File: src/rtl/ucode_seq_pkg.sv
package ucode_seq_pkg;
    parameter int INSTR_W = 32;
    parameter int OPC_W   = 4;
    parameter int SRC_W   = 12;
    parameter int DST_W   = 16;

    typedef enum logic [1:0] {
        S_IDLE  = 2'd0,
        S_FETCH = 2'd1,
        S_WAIT  = 2'd2,
        S_HALT  = 2'd3
    } seq_state_e;
endpackage

File: src/rtl/ucode_seq_decode.sv
module ucode_seq_decode
    import ucode_seq_pkg::*;
#(
    parameter int N_ACT = 6,
    parameter int SEL_W = 3
) (
    input  logic [OPC_W-1:0] opcode,
    output logic             is_halt,
    output logic             is_act,
    output logic [N_ACT-1:0] hit,
    output logic [SEL_W-1:0] idx
);
    // one comparator per unit; opcode k+1 selects unit k
    for (genvar k = 0; k < N_ACT; k++) begin : g_hit
        assign hit[k] = (opcode == OPC_W'(k + 1));
    end

    always_comb begin
        idx = '0;
        for (int k = 0; k < N_ACT; k++) begin
            if (hit[k]) idx = SEL_W'(k);
        end
        is_act  = |hit;
        is_halt = (opcode == '0);
    end
endmodule

File: src/rtl/ucode_seq_done_sel.sv
module ucode_seq_done_sel #(
    parameter int N_ACT = 6,
    parameter int SEL_W = 3
) (
    input  logic [N_ACT-1:0] done,
    input  logic [SEL_W-1:0] sel,
    output logic             sel_done
);
    always_comb begin
        sel_done = 1'b0;
        for (int k = 0; k < N_ACT; k++) begin
            if (sel == SEL_W'(k)) sel_done = done[k];
        end
    end
endmodule

File: src/rtl/ucode_seq.sv
module ucode_seq
    import ucode_seq_pkg::*;
#(
    parameter int N_ACT = 6,
    parameter int PC_W  = 8
) (
    input  logic               clk,
    input  logic               rst_n,
    input  logic               start,
    output logic [PC_W-1:0]    rom_addr,
    input  logic [INSTR_W-1:0] rom_data,
    output logic [N_ACT-1:0]   act_start,
    output logic [SRC_W-1:0]   act_src,
    output logic [DST_W-1:0]   act_dst,
    input  logic [N_ACT-1:0]   act_done,
    output logic               finished
);
    localparam int SEL_W   = (N_ACT > 1) ? $clog2(N_ACT) : 1;
    localparam int SRC_LSB = DST_W;
    localparam int OPC_LSB = DST_W + SRC_W;

    typedef struct packed {
        seq_state_e       state;
        logic [PC_W-1:0]  pc;
        logic [N_ACT-1:0] start_vec;
        logic [SEL_W-1:0] sel;
        logic [SRC_W-1:0] src;
        logic [DST_W-1:0] dst;
        logic             finished;
    } seq_t;

    seq_t seq_d, seq_q;

    logic             dec_halt;
    logic             dec_act;
    logic [N_ACT-1:0] dec_hit;
    logic [SEL_W-1:0] dec_idx;
    logic             sel_done;

    ucode_seq_decode #(.N_ACT(N_ACT), .SEL_W(SEL_W)) u_decode (
        .opcode  (rom_data[OPC_LSB +: OPC_W]),
        .is_halt (dec_halt),
        .is_act  (dec_act),
        .hit     (dec_hit),
        .idx     (dec_idx)
    );

    ucode_seq_done_sel #(.N_ACT(N_ACT), .SEL_W(SEL_W)) u_done_sel (
        .done     (act_done),
        .sel      (seq_q.sel),
        .sel_done (sel_done)
    );

    always_comb begin
        seq_d           = seq_q;
        seq_d.start_vec = '0;
        unique case (seq_q.state)
            S_IDLE, S_HALT: begin
                if (start) begin
                    seq_d.state    = S_FETCH;
                    seq_d.pc       = '0;
                    seq_d.finished = 1'b0;
                end
            end
            S_FETCH: begin
                if (dec_halt) begin
                    seq_d.state    = S_HALT;
                    seq_d.finished = 1'b1;
                end else if (dec_act) begin
                    seq_d.state     = S_WAIT;
                    seq_d.start_vec = dec_hit;
                    seq_d.sel       = dec_idx;
                    seq_d.src       = rom_data[SRC_LSB +: SRC_W];
                    seq_d.dst       = rom_data[0 +: DST_W];
                end else begin
                    seq_d.pc = seq_q.pc + 1'b1;
                end
            end
            S_WAIT: begin
                // the start cycle itself never accepts done
                if (seq_q.start_vec == '0 && sel_done) begin
                    seq_d.state = S_FETCH;
                    seq_d.pc    = seq_q.pc + 1'b1;
                end
            end
            default: seq_d.state = S_IDLE;
        endcase
    end

    always_ff @(posedge clk or negedge rst_n) begin
        if (!rst_n) begin
            seq_q <= '{state: S_IDLE, pc: '0, start_vec: '0, sel: '0,
                       src: '0, dst: '0, finished: 1'b0};
        end else begin
            seq_q <= seq_d;
        end
    end

    assign rom_addr  = seq_q.pc;
    assign act_start = seq_q.start_vec;
    assign act_src   = seq_q.src;
    assign act_dst   = seq_q.dst;
    assign finished  = seq_q.finished;


    onehot_start_chk: assert property (@(posedge clk) disable iff (!rst_n)
        $onehot0(act_start));


    single_pulse_chk: assert property (@(posedge clk) disable iff (!rst_n)
        (act_start != '0) |=> (act_start == '0));


    done_in_start_ignored_chk: assert property (@(posedge clk) disable iff (!rst_n)
        (act_start != '0) |=> (seq_q.state == S_WAIT && $stable(rom_addr)));


    pc_hold_chk: assert property (@(posedge clk) disable iff (!rst_n)
        (seq_q.state == S_WAIT && !sel_done) |=> $stable(rom_addr));


    operand_hold_chk: assert property (@(posedge clk) disable iff (!rst_n)
        (seq_q.state == S_WAIT && !sel_done) |=> ($stable(act_src) && $stable(act_dst)));


    finished_hold_chk: assert property (@(posedge clk) disable iff (!rst_n)
        (finished && !start) |=> (finished && act_start == '0));
endmodule

File: config.mk
export PLATFORM = sky130hd
export DESIGN_NAME = ucode_seq
export DESIGN_NICKNAME = d
export VERILOG_FILES = /design/src/rtl/ucode_seq_pkg.sv /design/src/rtl/ucode_seq_decode.sv /design/src/rtl/ucode_seq_done_sel.sv /design/src/rtl/ucode_seq.sv
export SDC_FILE = /design/constraint.sdc
export NUM_CORES = 1
export LEC_CHECK = 0
export ABC_CLOCK_PERIOD_IN_PS = 4100
export BUFFER_PORTS_ARGS = -buffer_cell sky130_fd_sc_hd__buf_2
export CAP_MARGIN = 20
export CELL_PAD_IN_SITES_DETAIL_PLACEMENT = 1
export CELL_PAD_IN_SITES_GLOBAL_PLACEMENT = 2
export CORE_AREA = 4 4 92 94
export DETAILED_ROUTE_END_ITERATION = 6
export DIE_AREA = 0 0 96 98
export PLACE_DENSITY_LB_ADDON = 0.1
export SLEW_MARGIN = 5
export SYNTH_ARGS = -nofsm -noshare
export SYNTH_HDL_FRONTEND = slang
export SYNTH_SLANG_ARGS = --single-unit
File: constraint.sdc
create_clock -name clk -period 4.1 [get_ports clk]
set_input_delay 0.615 -clock clk [delete_from_list [all_inputs] [get_ports clk]]
set_output_delay 0.615 -clock clk [all_outputs]
set_load 0.03 [all_outputs]
==> summary.md <==
| Metric | Value |
|---|---|
| Outcome | `completed` |
| Worst r2r src | `act_start[1]` |
| Period utilisation layout | `0.656` |
| Unrepaired setup endpoints after global routing | `no` |
| Fin crit period | `2690 ps` |
| CP max stage cell | `a2111oi_4` |
| Drt first pass iters | `4` |
| Worst skew pair latency | `290 ps` |
| Worst-margin pin slew | `893 ps` |
| Min-delay worst type | `primary input to async pin` |
| Synth warn | `0` |
| PwrDens | `755 nW/µm²` |
| Worst EP arrival | `2870 ps` |
| RePlAce Congestion | `0.714` |
| Global route overflow | `0` |
| Worst Skew | `3.79 ps` |
| Area leader, netlist | `dfrtp_1` |
| Resize count post-CTS | `0` |
| Reg2reg end | `rom_addr[7]` |
| Setup crit end kind | `flip-flop` |
| CTS Buf Count | `5` |
| Average size of a mapped cell | `11.2 µm²` |
| Count leader, synth | `dfrtp_1` |
| Syn Inst Count | `219` |
| Row count | `32` |
| # IOs | `84` |
| Per-cell routed wire length | `14.3 µm` |
| Share of flip-flops with an asynchronous set or reset | `1.00` |
| Die ar. | `9410 µm²` |
| Highest metal used | `met4` |
| # port buffers | `83` |
| Die W | `96 µm` |
| Final setup TNS | `0 ps` |
| Drt drc | `0` |
| Total track usage | `0.113` |
| Syn Nets | `263` |
| Synthesized area | `2440 µm²` |
| CTS Root Cell | `clkbuf_8` |
| Setup violators final | `0` |
| FMAX | `0.372 GHz` |
| # Post-CTS Setup Buffers | `0` |
| Synth-to-layout area growth | `11.5%` |
| Ranking of synthesized cells by area | `dfrtp_1 49%, mux2_2 13%, buf_4 13%, a21oi_1 2.7%, nor2_1 1.8%` |
| Clock transition at path regs | `80 ps` |
| Buf+Inv Stages, Crit Path | `0` |
| Number of flops mapped to enable cells by yosys | `0` |
| Share of layout cells above drive strength 1 | `0.469` |
| Final Hold Viols | `0` |
| Met2 Wirelength | `2.48 mm` |
| Die height | `98 µm` |
| Data required time of the worst path | `4280 ps` |
| Peak VDD IR | `0.177 mV` |
| Via Count | `1653` |
| Netlist cell types | `36` |
| Max-slew violations | `0` |
| Commonest cells post-synth | `48 x dfrtp_1, 42 x buf_4, 29 x mux2_2` |
| Vias in the first global route | `1795` |
| Worst rel slew slack | `0.405` |
| Routed wire length | `5.20 mm` |
| Pin count of the biggest net entering global routing | `49` |
| Starting density of the core | `0.319` |
| First-pass GRT wire length | `8.42 mm` |
| Design Power | `0.00206 W` |
| Core Footprint | `7650 µm²` |
| CTS max path bufs | `2` |
| CP max FO | `14` |
| DRT iter0 DRCs | `41` |
| Vias/cell | `4.54` |
| Pleak | `1.33 nW` |
| CTS tree | `yes` |
| CTS Hold Buffers Added | `0` |
| Clk sinks | `48` |
| Antenna-violating nets left | `0` |
| Crit Path Class | `flip-flop to flip-flop` |
| R2r setup slk | `1410 ps` |
| Seq cells post-synth | `48` |
| Cell area after layout | `2720 µm²` |
| Ys flop type | `dfrtp_1` |
| DRT met1 WL | `2.24 mm` |
| Crit path max-delay family | `compound AO/OA/AOI/OAI gates` |
| CP cell instances | `or4_1, a2111o_1, a2111oi_4, a21boi_0, o22ai_1` |
| Sequential cell area fraction in the yosys report | `0.492` |
| WL met3 | `426 µm` |
| Antenna violations before repair | `0` |
| Layout Utilization | `0.356` |
| Final nets | `306` |
| Fill count | `901` |
| Area post-placement | `2650 µm²` |
| H-Tree Depth | `2` |
| Startpoint Class | `flip-flop` |
| FF-to-FF path depth | `5` |
| Synth top area share | `0.492` |
| CP peak stage delay | `870 ps` |
| Max-cap viol count | `0` |
| Ant diodes | `0` |
| Hpwl dp | `3.99 mm` |
power breakdown:
| part | switching (W) | leakage, nW | total, W | internal [W] |
|---|---|---|---|---|
| clock network | 0.000148 | 0.0410 | 0.000264 | 0.000116 |
| logic | 0.000664 | 0.690 | 0.00104 | 0.000376 |
| registers | 0.000101 | 0.600 | 0.000753 | 0.000652 |
cell families (layout without fill, tap and decap cells):
family                   count (synthesis)  in the layout  share of synthesized area
XOR/XNOR                                 1              1                    0.00359
flip-flops                              48             48                      0.492
multiplexers                            32             32                      0.146
adder cells (fa/ha/maj)                  3              3                     0.0154
AO/OA/AOI/OAI                           36             36                      0.103
buffers and inverters                   56             99                      0.154
AND/OR/NAND/NOR                         43             43                     0.0856
cells in the final DEF (no fill, tap or decap), types with 5 or more instances in the layout:
master    count
mux2_2       29
nand2b_1      7
nor2_1       12
dfrtp_1      48
clkbuf_8      5
o21ai_0       8
buf_2        83
inv_1         8
nand2_1      11
a21oi_1      13
per-stage QoR:
stage | std cells | hold slack, ps | worst slack (ps)
after floorplan | 219 | 319 | 1860
after global placement | 357 | 482 | 1440
after detailed placement | 357 | 488 | 1420
after CTS | 364 | 439 | 1400
after global routing | 364 | 481 | 1320
final | 364 | 406 | 1410
flip-flops by register name (all words and copies together), names as in the netlist:
name       flops
act_src       12
act_dst       16
rom_addr       8
finished       1
seq_q          5
act_start      6
final cells by class:
class	instances	area, µm²	share of cell area
flip-flops and latches	48	1200	0.441
multi-input cells	115	865	0.317
repair buffers	84	423	0.155
well taps	102	128	0.0469
clock buffers	6	72.6	0.0266
inverters	8	30.0	0.0110
clock inverters	1	5.00	0.00184
per-layer routing:
layer  global-route usage  vias to the layer above
met4               0.0328                        0
met1                0.138                      795
met3               0.0308                        5
li1                     -                      795
met2                0.192                       58
met5                    0                        -
worst max path at each step:
stage | from | endpoint | slack, ps | depth (start not counted)
2_1_floorplan | rom_data[28] | act_dst[10] | 1860 | 7
3_3_place_gp | act_start[1] | rom_addr[7] | 1440 | 5
5_1_grt | act_start[1] | rom_addr[2] | 1320 | 5
3_5_place_dp | act_start[1] | rom_addr[7] | 1420 | 5
4_1_cts | act_start[1] | rom_addr[7] | 1400 | 5
6_report | act_start[1] | rom_addr[7] | 1410 | 5
Power figures use the tool's default switching activity.
